**src/rtl/wdt_pulse_pkg.sv**
```systemverilog
package wdt_pulse_pkg;
  localparam int unsigned DATA_W = 32;
  localparam logic [7:0] KEY_ACT_HIGH = 8'hA5;
  localparam logic [7:0] KEY_ACT_LOW  = 8'h5A;
  localparam logic [7:0] KEY_PUSH     = 8'hA8;
  localparam logic [7:0] KEY_OPEN     = 8'h8A;

  function automatic int unsigned field_w(input bit wide);
    return wide ? 20 : 8;
  endfunction
endpackage

```
**src/rtl/wdt_pulse_cfg.sv**
```systemverilog
module wdt_pulse_cfg
  import wdt_pulse_pkg::*;
#(
  parameter int unsigned FW = 8
) (
  input  logic              clk_i,
  input  logic              rst_ni,
  input  logic              wr_en_i,
  input  logic [DATA_W-1:0] wdata_i,
  output logic [FW-1:0]     width_o,
  output logic              act_high_o,
  output logic              push_pull_o
);
  logic [7:0] key;
  assign key = wdata_i[DATA_W-1 -: 8];

  always_ff @(posedge clk_i or negedge rst_ni) begin
    if (!rst_ni) begin
      width_o     <= '1;
      act_high_o  <= 1'b0;
      push_pull_o <= 1'b0;
    end else if (wr_en_i) begin
      width_o <= wdata_i[FW-1:0];
      case (key)
        KEY_ACT_HIGH: act_high_o  <= 1'b1;
        KEY_ACT_LOW:  act_high_o  <= 1'b0;
        KEY_PUSH:     push_pull_o <= 1'b1;
        KEY_OPEN:     push_pull_o <= 1'b0;
        default: ;
      endcase
    end
  end

  p_width_hold_r1: assert property (@(posedge clk_i) disable iff (!rst_ni)
    !wr_en_i |=> $stable(width_o));
  p_key_high_r3: assert property (@(posedge clk_i) disable iff (!rst_ni)
    (wr_en_i && key == KEY_ACT_HIGH) |=> act_high_o);
  p_key_low_r3: assert property (@(posedge clk_i) disable iff (!rst_ni)
    (wr_en_i && key == KEY_ACT_LOW) |=> !act_high_o);
  p_key_push_r4: assert property (@(posedge clk_i) disable iff (!rst_ni)
    (wr_en_i && key == KEY_PUSH) |=> push_pull_o);
  p_key_open_r4: assert property (@(posedge clk_i) disable iff (!rst_ni)
    (wr_en_i && key == KEY_OPEN) |=> !push_pull_o);
  p_key_other_r5: assert property (@(posedge clk_i) disable iff (!rst_ni)
    (wr_en_i && key != KEY_ACT_HIGH && key != KEY_ACT_LOW && key != KEY_PUSH
     && key != KEY_OPEN) |=> ($stable(act_high_o) && $stable(push_pull_o)));
endmodule

```
**src/rtl/wdt_pulse_timer.sv**
```systemverilog
module wdt_pulse_timer #(
  parameter int unsigned FW = 8
) (
  input  logic          clk_i,
  input  logic          rst_ni,
  input  logic          tick_i,
  input  logic          trigger_i,
  input  logic          ext_en_i,
  input  logic [FW-1:0] width_i,
  output logic          busy_o
);
  logic [FW-1:0] cnt_q;

  always_ff @(posedge clk_i or negedge rst_ni) begin
    if (!rst_ni) begin
      busy_o <= 1'b0;
      cnt_q  <= '0;
    end else if (!busy_o) begin
      if (trigger_i && ext_en_i) begin
        busy_o <= 1'b1;
        cnt_q  <= width_i;
      end
    end else if (tick_i) begin
      if (cnt_q == '0) busy_o <= 1'b0;
      else             cnt_q  <= cnt_q - 1'b1;
    end
  end

  p_no_arm_r9: assert property (@(posedge clk_i) disable iff (!rst_ni)
    (!busy_o && !(trigger_i && ext_en_i)) |=> !busy_o);
  p_hold_r8: assert property (@(posedge clk_i) disable iff (!rst_ni)
    (busy_o && !tick_i) |=> (busy_o && $stable(cnt_q)));
  p_load_r2: assert property (@(posedge clk_i) disable iff (!rst_ni)
    $rose(busy_o) |-> cnt_q == $past(width_i));
endmodule

```
**src/rtl/wdt_pulse_drive.sv**
```systemverilog
module wdt_pulse_drive (
  input  logic busy_i,
  input  logic act_high_i,
  input  logic push_pull_i,
  output logic pad_o,
  output logic pad_oe_o
);
  // asserted level equals polarity flag; idle level is its inverse
  assign pad_o    = busy_i ~^ act_high_i;
  assign pad_oe_o = push_pull_i | busy_i;
endmodule

```
**src/rtl/wdt_ext_pulse.sv**
```systemverilog
module wdt_ext_pulse
  import wdt_pulse_pkg::*;
#(
  parameter bit WIDE_FIELD = 1'b0
) (
  input  logic              clk_i,
  input  logic              rst_ni,
  input  logic              wr_en_i,
  input  logic [DATA_W-1:0] wdata_i,
  output logic [DATA_W-1:0] rdata_o,
  input  logic              tick_i,
  input  logic              trigger_i,
  input  logic              ext_en_i,
  output logic              pad_o,
  output logic              pad_oe_o
);
  localparam int unsigned FW  = field_w(WIDE_FIELD);
  localparam int unsigned GAP = DATA_W - 2 - FW;

  logic [FW-1:0] width;
  logic          act_high, push_pull, busy;

  wdt_pulse_cfg #(.FW(FW)) u_cfg (
    .clk_i, .rst_ni, .wr_en_i, .wdata_i,
    .width_o(width), .act_high_o(act_high), .push_pull_o(push_pull)
  );

  wdt_pulse_timer #(.FW(FW)) u_timer (
    .clk_i, .rst_ni, .tick_i, .trigger_i, .ext_en_i,
    .width_i(width), .busy_o(busy)
  );

  wdt_pulse_drive u_drive (
    .busy_i(busy), .act_high_i(act_high), .push_pull_i(push_pull),
    .pad_o, .pad_oe_o
  );

  assign rdata_o = {act_high, push_pull, {GAP{1'b0}}, width};

  p_pp_oe_r7: assert property (@(posedge clk_i) disable iff (!rst_ni)
    push_pull |-> pad_oe_o);
  p_od_idle_r7: assert property (@(posedge clk_i) disable iff (!rst_ni)
    (!push_pull && !busy) |-> !pad_oe_o);
  p_gap_zero_r11: assert property (@(posedge clk_i) disable iff (!rst_ni)
    rdata_o[DATA_W-3:FW] == '0);
endmodule

```
**config.mk**
```make
export PLATFORM = sky130hd
export DESIGN_NAME = wdt_ext_pulse
export DESIGN_NICKNAME = d
export VERILOG_FILES = /design/src/rtl/wdt_pulse_pkg.sv /design/src/rtl/wdt_pulse_cfg.sv /design/src/rtl/wdt_pulse_timer.sv /design/src/rtl/wdt_pulse_drive.sv /design/src/rtl/wdt_ext_pulse.sv
export SDC_FILE = /design/constraint.sdc
export NUM_CORES = 1
export LEC_CHECK = 0
export ABC_AREA = 1
export BUFFER_PORTS_ARGS = -buffer_cell sky130_fd_sc_hd__buf_4
export CORE_MARGIN = 2
export CORE_UTILIZATION = 49
export DETAILED_ROUTE_END_ITERATION = 12
export HOLD_SLACK_MARGIN = 0.1
export PLACE_DENSITY = 0.82
export SLEW_MARGIN = 10
export SYNTH_ARGS = -nofsm -noshare
export SYNTH_HDL_FRONTEND = slang
export SYNTH_HIERARCHICAL = 1
export SYNTH_SLANG_ARGS = --single-unit
```
**constraint.sdc**
```tcl
create_clock -name clk_i -period 4.4 [get_ports clk_i]
set_input_delay 0.66 -clock clk_i [delete_from_list [all_inputs] [get_ports clk_i]]
set_output_delay 0.66 -clock clk_i [all_outputs]
set_load 0.02 [all_outputs]
```
==> results of run 1 <==
-- state kept, by name, indices dropped and copies added, names as in the netlist --
name and count:
u_cfg/push_pull_o 1, u_cfg/width_o 8, u_cfg/act_high_o 1, u_timer/cnt_q 8, u_timer/busy_o 1
-- kinds of logic (layout without fill, tap and decap cells) --
logic type	after synthesis	after routing	synth area share (%)
adders and majority gates	2	2	1.733
muxes	8	8	6.239
AOI/OAI and AO/OA	13	13	5.806
and+or+nand+nor	93	93	30.59
DFF	19	19	33.62
other	1	22	0.2597
buffers and inverters	50	60	21.75
-- routing by layer --
layer	GRT usage [%]	share of wire, %
met2	25.20	49
met5	0	0
met3	2.009	4.5
met1	19.80	46
met4	3.987	0.98
-- layout by cell type (no fill, tap or decap), drive strengths merged --
cell type / Yosys / routed
clkbuf: 0 / 4
dfrtp: 11 / 11
conb: 1 / 22
a21oi: 2 / 2
mux2: 8 / 8
dfstp: 8 / 8
bufinv: 1 / 1
inv: 22 / 22
or2: 2 / 2
nand3: 14 / 14
nand2: 50 / 50
nand4: 2 / 2
buf: 27 / 33
nor2: 25 / 25
o21ai: 11 / 11
ha: 2 / 2
-- final cells by class --
class / count / area [um^2] / share of cell area [%]
Timing Repair Buffer: 33 / 247.7 / 15.28
Multi-Input combinational cell: 138 / 723.2 / 44.60
Tap cell: 31 / 38.79 / 2.392
Sequential cell: 19 / 485.5 / 29.94
Inverter: 23 / 100.1 / 6.173
Clock buffer: 4 / 26.28 / 1.620
-- power groups by stage --
stage / Combinational, mW / Sequential, mW / Clock [mW]
6_report: 0.394 / 0.272 / 0.0848
2_1_floorplan: 0.339 / 0.271 / 0
3_3_place_gp: 0.388 / 0.275 / 0
4_1_cts: 0.396 / 0.273 / 0.0900
5_1_grt: 0.451 / 0.279 / 0.0948
3_5_place_dp: 0.394 / 0.275 / 0
-- through the flow --
step | util [%] | setup WS (ns) | hold slack (ns) | instances | total power, mW
2_1_floorplan | - | 3.002 | 0.3644 | 207 | 0.6100
3_3_place_gp | 57.35 | 2.772 | 0.4890 | 244 | 0.6629
3_5_place_dp | 57.35 | 2.777 | 0.5019 | 244 | 0.6695
4_1_cts | 58.30 | 2.435 | 0.2226 | 248 | 0.7585
5_1_grt | 58.30 | 2.375 | 0.2193 | 248 | 0.8242
6_report | 58.30 | 2.467 | 0.2211 | 248 | 0.7507
-- final timing paths --
| check | from | endpoint | slack [ns] | cells after the start |
|---|---|---|---|---|
| min in group clk_i | u_timer/cnt_q[7]$_DFFE_PN0P_ | u_timer/cnt_q[7]$_DFFE_PN0P_ | 0.53 | 2 |
| setup / recovery | u_timer/busy_o$_DFF_PN0_ | pad_oe_o | 2.47 | 2 |
| max in group asynchronous | rst_ni | u_cfg/width_o[5]$_DFFE_PN1P_ | 3.91 | 1 |
| setup reg to reg | u_timer/busy_o$_DFF_PN0_ | u_timer/cnt_q[0]$_DFFE_PN0P_ | 2.85 | 6 |
| hold / removal | rst_ni | u_timer/cnt_q[3]$_DFFE_PN0P_ | 0.22 | 1 |
| hold reg to reg | u_timer/cnt_q[7]$_DFFE_PN0P_ | u_timer/cnt_q[7]$_DFFE_PN0P_ | 0.53 | 2 |
==> impl_metrics.env, run 1 <==
export IMPL_status="finished clean"
export IMPL_skew_ns=0.001470
export IMPL_synth_area_per_cell_um2=7.763
export IMPL_synth_most_common_cell="nand2_1"
export IMPL_finalHoldViolCount=0
export IMPL_ys_flop_type="dfrtp_1"
export IMPL_cp_top_family="flip-flops"
export IMPL_min_path_type="primary input to asynchronous set/reset pin"
export IMPL_initial_utilization_pct=51.91
export IMPL_fin_crit_sh_pct=43.93
export IMPL_grt_pass1_wl_mm=4.002
export IMPL_rows=19
export IMPL_die_area_um2=3397
export IMPL_ys_ff_latch=19
export IMPL_synthTopCellsByCount="nand2_1 (41), buf_4 (24), nor2_1 (21)"
export IMPL_seq_area_frac_synth_pct=33.62
export IMPL_grt_usage_pct=14.83
export IMPL_wl_per_cell_um=9.500
export IMPL_place_area_um2=1595
export IMPL_crit_type="flip-flop to output port"
export IMPL_p_per_area_nw_per_um2=463.0
export IMPL_yosysTopAreaCellShare_pct=19.06
export IMPL_cts_hold_buf=0
export IMPL_synth_top_area_cell="dfrtp_1"
export IMPL_final_setup_viol_count=0
export IMPL_cp_max_fo=14
export IMPL_yosysWarnings=6
export IMPL_core_um2=2781
export IMPL_cts_buffer_depth=2
export IMPL_ys_top_cells_by_area="dfrtp_1 (19%), dfstp_2 (15%), buf_4 (12%)"
export IMPL_synthCells=186
export IMPL_area_growth_pct=12.31
export IMPL_leakagePower_nw=0.8777
export IMPL_ant_nets=0
export IMPL_fp_dieW_um=58.29
export IMPL_synth_cell_type_count=25
export IMPL_ir_drop_uv=330.5
export IMPL_fin_tns_setup_ns=0
export IMPL_pwr_share_comb_pct=52.4
export IMPL_grt_pass1_vias=949
export IMPL_cp_arrival_ns=1.27
export IMPL_maxClockFrequency_mhz=517.4
export IMPL_grt_overflow_total=0
export IMPL_antennaDiodeCount=0
export IMPL_io_buffer_count=33
export IMPL_fin_nets=258
export IMPL_p_clk_share_pct=11.3
export IMPL_clock_latency_ns=0.28
export IMPL_clk_pin_slew_ns=0.10
export IMPL_drt_total_wl_mm=2.356
export IMPL_start_kind="flip-flop"
export IMPL_switching_share_pct=44.80
export IMPL_p_int_mw=0.4144
export IMPL_hpwl_mm=1.899
export IMPL_slowest_stage="dfrtp_1"
export IMPL_drv_slew=0
export IMPL_antenna_found_initial=0
export IMPL_cap_viol_max_count=0
export IMPL_cts_buffers=3
export IMPL_io_pins=72
export IMPL_p_sw_mw=0.3363
export IMPL_cpPeakStageDelay_ns=0.55
export IMPL_crit_buf_inv=1
export IMPL_layout_drive_gt1_share_pct=35.94
export IMPL_drt_iter0_drc=10
export IMPL_cts_setup_buffers=0
export IMPL_synth_edf_count=0
export IMPL_die_y_um=58.29
export IMPL_crit_path_end_kind="output port"
export IMPL_post_cts_resized=0
export IMPL_cts_tree="built"
export IMPL_syn_area_um2=1444
export IMPL_avgViaCountPerCell=4.657
export IMPL_first_pass_iters=4
export IMPL_n_fill_cell=255
export IMPL_grt_max_degree=20
export IMPL_htreeDepth=1
export IMPL_clock_root_buffer="clkbuf_4"
export IMPL_dr_total_vias=1155
export IMPL_power_share_sequential_pct=36.3
export IMPL_period_minus_slack_ns=1.933
export IMPL_rsz0062_at_grt="no"
export IMPL_cp_cell_sequence="or2_1, buf_4"
export IMPL_async_flop_share_pct=100.0
export IMPL_critPathRequiredTime_ns=3.74
export IMPL_drc=0
export IMPL_fin_area_um2=1622
export IMPL_gp_congestion=0.8140
export IMPL_cts_sink_count=19
Power figures use the tool's default switching activity.
==> run 2: changes to the inputs <==
Settings changed: CORE_UTILIZATION 49 to 41, PLACE_DENSITY 0.82 to 0.73.
Clock period 4.4 ns to 1.7 ns, I/O delays scaled along.
==> impl_metrics.env, run 2 (synthesis gave the netlist of run 1 again) <==
export IMPL_fp_dieW_um=63.35
export IMPL_wl_per_cell_um=9.071
export IMPL_initial_utilization_pct=42.93
export IMPL_critPathRequiredTime_ns=1.44
export IMPL_hpwl_mm=1.929
export IMPL_finalHoldViolCount=0
export IMPL_leakagePower_nw=0.8936
export IMPL_die_area_um2=4013
export IMPL_clk_pin_slew_ns=0.11
export IMPL_maxClockFrequency_mhz=654.6
export IMPL_grt_usage_pct=13.30
export IMPL_grt_pass1_wl_mm=4.422
export IMPL_power_mw=1.989
export IMPL_fin_crit_sh_pct=89.86
export IMPL_first_pass_iters=4
export IMPL_ant_nets=0
export IMPL_ir_drop_uv=655.7
export IMPL_r2r_start="u_timer/cnt_q[0]$_DFFE_PN0P_"
export IMPL_crit_path_frequent_cell="buf_4"
export IMPL_layout_drive_gt1_share_pct=36.82
export IMPL_startpoint="u_timer/busy_o$_DFF_PN0_"
export IMPL_dr_total_vias=1118
export IMPL_drv_slew=0
export IMPL_drt_total_wl_mm=2.413
export IMPL_start_kind="flip-flop"
export IMPL_cts_sink_count=19
export IMPL_min_path_type="primary input to flip-flop"
export IMPL_io_buffer_count=33
export IMPL_rows=21
export IMPL_cts_buffers=3
export IMPL_cts_buffer_depth=2
export IMPL_drt_iter0_drc=12
export IMPL_hold_depth=2
export IMPL_n_fill_cell=345
export IMPL_cpPeakStageDelay_ns=0.42
export IMPL_fin_nets=261
export IMPL_final_cell_mix="nand2_1 (41), buf_4 (35), conb_1 (22), nor2_1 (21), inv_1 (17)"
export IMPL_antenna_found_initial=0
export IMPL_grt_overflow_total=0
export IMPL_rrSetupSlack_ns=0.25
export IMPL_io_pins=72
export IMPL_period_minus_slack_ns=1.528
export IMPL_top_regs="u_cfg/width_o (8), u_timer/cnt_q (8)"
export IMPL_cp_arrival_ns=1.27
export IMPL_min_from="wdata_i[6]"
export IMPL_status="finished clean"
export IMPL_fin_area_um2=1667
export IMPL_gp_congestion=0.8378
export IMPL_antennaDiodeCount=0
export IMPL_htreeDepth=1
export IMPL_avgViaCountPerCell=4.203
export IMPL_dp_slack_ns=0.2692
export IMPL_setup_ws_ns=0.1723
export IMPL_timing_rr_end="u_timer/cnt_q[2]$_DFFE_PN0P_"
export IMPL_core_um2=3363
export IMPL_crit_type="flip-flop to output port"
export IMPL_hold_end="u_cfg/width_o[6]$_DFFE_PN1P_"
export IMPL_p_per_area_nw_per_um2=1193
export IMPL_cts_tree="built"
export IMPL_clock_root_buffer="clkbuf_4"
export IMPL_die_y_um=63.35
export IMPL_timing_reg2reg_worst_path_depth=9
export IMPL_area_growth_pct=15.42
export IMPL_skew_ns=0.001665
export IMPL_clock_latency_ns=0.29
export IMPL_cp_cell_sequence="buf_4, or2_1, buf_4"
export IMPL_cp_max_fo=11
export IMPL_fin_tns_setup_ns=0
export IMPL_rsz0062_at_grt="no"
export IMPL_final_common_cell="nand2_1"
export IMPL_crit_path_end_kind="output port"
export IMPL_cap_viol_max_count=0
export IMPL_grt_pass1_vias=997
export IMPL_final_setup_viol_count=0
export IMPL_cts_setup_buffers=0
export IMPL_drc=0
export IMPL_place_area_um2=1629
export IMPL_slowest_stage="dfrtp_1"
export IMPL_grt_max_degree=20
==> run 2: layout make-up <==
cell class	count	area (um^2)	area share (%)
Clock buffer	3	22.52	1.351
Clock inverter	1	5.005	0.3003
Inverter	23	100.1	6.006
Multi-Input combinational cell	138	723.2	43.39
Sequential cell	19	485.5	29.13
Tap cell	46	57.56	3.453
Timing Repair Buffer	36	272.8	16.37
==> run 2: stage by stage <==
stage,cells,util [%],hold WS (ns)
finish,266,49.55,0.1865
global route,266,49.55,0.1706
CTS,266,49.55,0.1733
detailed placement,261,48.44,0.1426
global placement,261,48.44,0.1449
floorplan,207,-,-0.04059
==> run 2: routing by layer <==
metal | track usage, % | up-vias | wire (um)
li1 | - | 601 | -
met1 | 19.05 | 479 | 1150
met2 | 21.18 | 34 | 1150
met3 | 1.786 | 4 | 100
met4 | 3.261 | 0 | 12
met5 | 0 | - | 0
==> run 2: power breakdown <==
part	leakage [nW]	total [mW]	switching, mW	internal [mW]
combinational	0.665	1.07	0.654	0.419
clock	0.0177	0.227	0.140	0.0875
sequential	0.211	0.689	0.104	0.585
==> run 2: how the worst max path moves through the flow <==
stage                                         endpoint
after floorplan           u_timer/cnt_q[1]$_DFFE_PN0P_
after global routing      u_timer/cnt_q[2]$_DFFE_PN0P_
after detailed placement  u_timer/cnt_q[6]$_DFFE_PN0P_
after CTS                                     pad_oe_o
final                                         pad_oe_o
after global placement    u_timer/cnt_q[6]$_DFFE_PN0P_
==> run 2: timing repair <==
| action | 4_1_cts | 5_1_grt |
|---|---|---|
| hold buffers | 1 | 0 |
| gates resized for setup | 0 | 0 |
| hold endpoints to repair | 19 | 0 |
==> run 2: critical path, delay by kind of cell, from the launching register on <==
family	cells	cell delay, ns
and+or+nand+nor	1	0.23
buffers and inverters	2	0.33
DFF	1	0.42
==> run 3: changes to the inputs <==
Settings changed: CORE_MARGIN 2 to unset.
==> impl_metrics.env, run 3 (synthesis gave the netlist of run 1 again) <==
export IMPL_die_area_um2=3763
export IMPL_antennaDiodeCount=0
export IMPL_min_path_type="primary input to flip-flop"
export IMPL_grt_pass1_vias=1010
export IMPL_grt_max_degree=20
export IMPL_rsz0062_at_grt="no"
export IMPL_initial_utilization_pct=42.93
export IMPL_io_buffer_count=33
export IMPL_cts_buffers=3
export IMPL_htreeDepth=1
export IMPL_rrSetupSlack_ns=0.24
export IMPL_top_regs="u_cfg/width_o (8), u_timer/cnt_q (8)"
export IMPL_fin_nets=261
export IMPL_crit_path_end_kind="output port"
export IMPL_die_y_um=61.35
export IMPL_grt_pass1_wl_mm=4.215
export IMPL_cts_buffer_depth=2
export IMPL_crit_type="flip-flop to output port"
export IMPL_drv_slew=0
export IMPL_ant_nets=0
export IMPL_rows=21
export IMPL_clock_root_buffer="clkbuf_4"
export IMPL_final_common_cell="nand2_1"
export IMPL_maxClockFrequency_mhz=641.6
export IMPL_critPathRequiredTime_ns=1.44
export IMPL_cpPeakStageDelay_ns=0.44
export IMPL_drt_total_wl_mm=2.403
export IMPL_crit_path_frequent_cell="buf_4"
export IMPL_io_pins=72
export IMPL_fp_dieW_um=61.35
export IMPL_first_pass_iters=4
export IMPL_layout_drive_gt1_share_pct=36.36
export IMPL_ir_drop_uv=829.7
export IMPL_fin_crit_sh_pct=91.69
export IMPL_clk_pin_slew_ns=0.10
export IMPL_p_per_area_nw_per_um2=1189
export IMPL_area_growth_pct=15.34
export IMPL_start_kind="flip-flop"
export IMPL_cp_top_family="flip-flops"
export IMPL_cts_sink_count=19
export IMPL_drc=0
export IMPL_clock_latency_ns=0.29
export IMPL_cp_max_fo=9
export IMPL_drt_iter0_drc=33
export IMPL_hold_slack_ns=0.1896
export IMPL_status="finished clean"
export IMPL_antenna_found_initial=0
export IMPL_cp_arrival_ns=1.30
export IMPL_finalHoldViolCount=0
export IMPL_wl_per_cell_um=9.034
export IMPL_hpwl_mm=1.928
export IMPL_avgViaCountPerCell=4.259
export IMPL_fin_tns_setup_ns=0
export IMPL_cp_cell_sequence="buf_4, or2_1, buf_4"
export IMPL_final_cell_mix="nand2_1 (41), buf_4 (35), conb_1 (22), nor2_1 (21), inv_1 (17)"
export IMPL_dr_total_vias=1133
export IMPL_cap_viol_max_count=0
export IMPL_crit_buf_inv=2
export IMPL_period_minus_slack_ns=1.559
export IMPL_cts_setup_buffers=0
export IMPL_slowest_stage="dfrtp_1"
export IMPL_skew_ns=0.001665
export IMPL_grt_usage_pct=15.06
export IMPL_grt_overflow_total=0
export IMPL_core_um2=3363
export IMPL_gp_congestion=0.8386
export IMPL_cts_tree="built"
export IMPL_leakagePower_nw=0.8908
export IMPL_final_setup_viol_count=0
[run 3: cell count changes in the layout (fill, tap and decap cells not counted)]
cell | previous run | this run
clkinv_2 | 1 | 0
clkbuf_1 | 0 | 1
[run 3: power breakdown]
group          internal [mW]  switching, mW  total, mW
Combinational          0.420          0.643       1.06
Sequential             0.585          0.108      0.693
Clock                 0.0912          0.132      0.224
Total                   1.10          0.883       1.98
[run 3: cell type report]
cell class                 instances  area, um^2
tap                               46       57.56
fill                             341        1698
sequential                        19       485.5
multi-input combinational        138       723.2
clock buffer                       4       26.28
timing repair buffer              36       272.8
inverter                          23       100.1
[run 3: worst register-to-register path: stages, from the launching register on]
cell	delay (ns)
dfrtp_1	0.39
inv_1	0.12
ha_1	0.17
nand2_1	0.09
nor2_4	0.13
nand2_4	0.08
nand3_4	0.08
inv_2	0.13
nand2_1	0.11
o21ai_2	0.05
[run 3: through the flow]
stage               power, mW  instance area [um^2]  std cells  setup WS (ns)  utilization (%)
floorplan               1.579                  1523        207         0.3025                -
global placement        1.748                  1629        261         0.2675            48.44
detailed placement      1.773                  1629        261         0.2417            48.44
CTS                     2.008                  1665        266         0.1192            49.52
global route            2.187                  1665        266        0.02184            49.52
finish                  1.980                  1665        266         0.1413            49.52
[run 3: repair_timing]
| action | in CTS | in global routing |
|---|---|---|
| hold buffers | 1 | 0 |
| gates resized for setup | 0 | 0 |
| hold endpoints to repair | 19 | 0 |
[run 3: final timing paths]
kind	startpoint	to	cells after the start
hold / removal	wdata_i[3]	u_cfg/width_o[3]$_DFFE_PN1P_	2
setup reg to reg	u_timer/cnt_q[1]$_DFFE_PN0P_	u_timer/cnt_q[0]$_DFFE_PN0P_	9
hold reg to reg	u_timer/cnt_q[7]$_DFFE_PN0P_	u_timer/cnt_q[7]$_DFFE_PN0P_	2
setup / recovery	u_timer/busy_o$_DFF_PN0_	pad_oe_o	3
min in group asynchronous	rst_ni	u_timer/cnt_q[2]$_DFFE_PN0P_	2
max in group asynchronous	rst_ni	u_cfg/width_o[4]$_DFFE_PN1P_	2
[run 3: metal layers]
metal	wire, um	share of wire, %	GRT usage [%]
met5	0	0	0
met4	10	0.42	4.762
met1	1168	49	19.87
met2	1131	47	25.31
met3	94	3.9	2.521
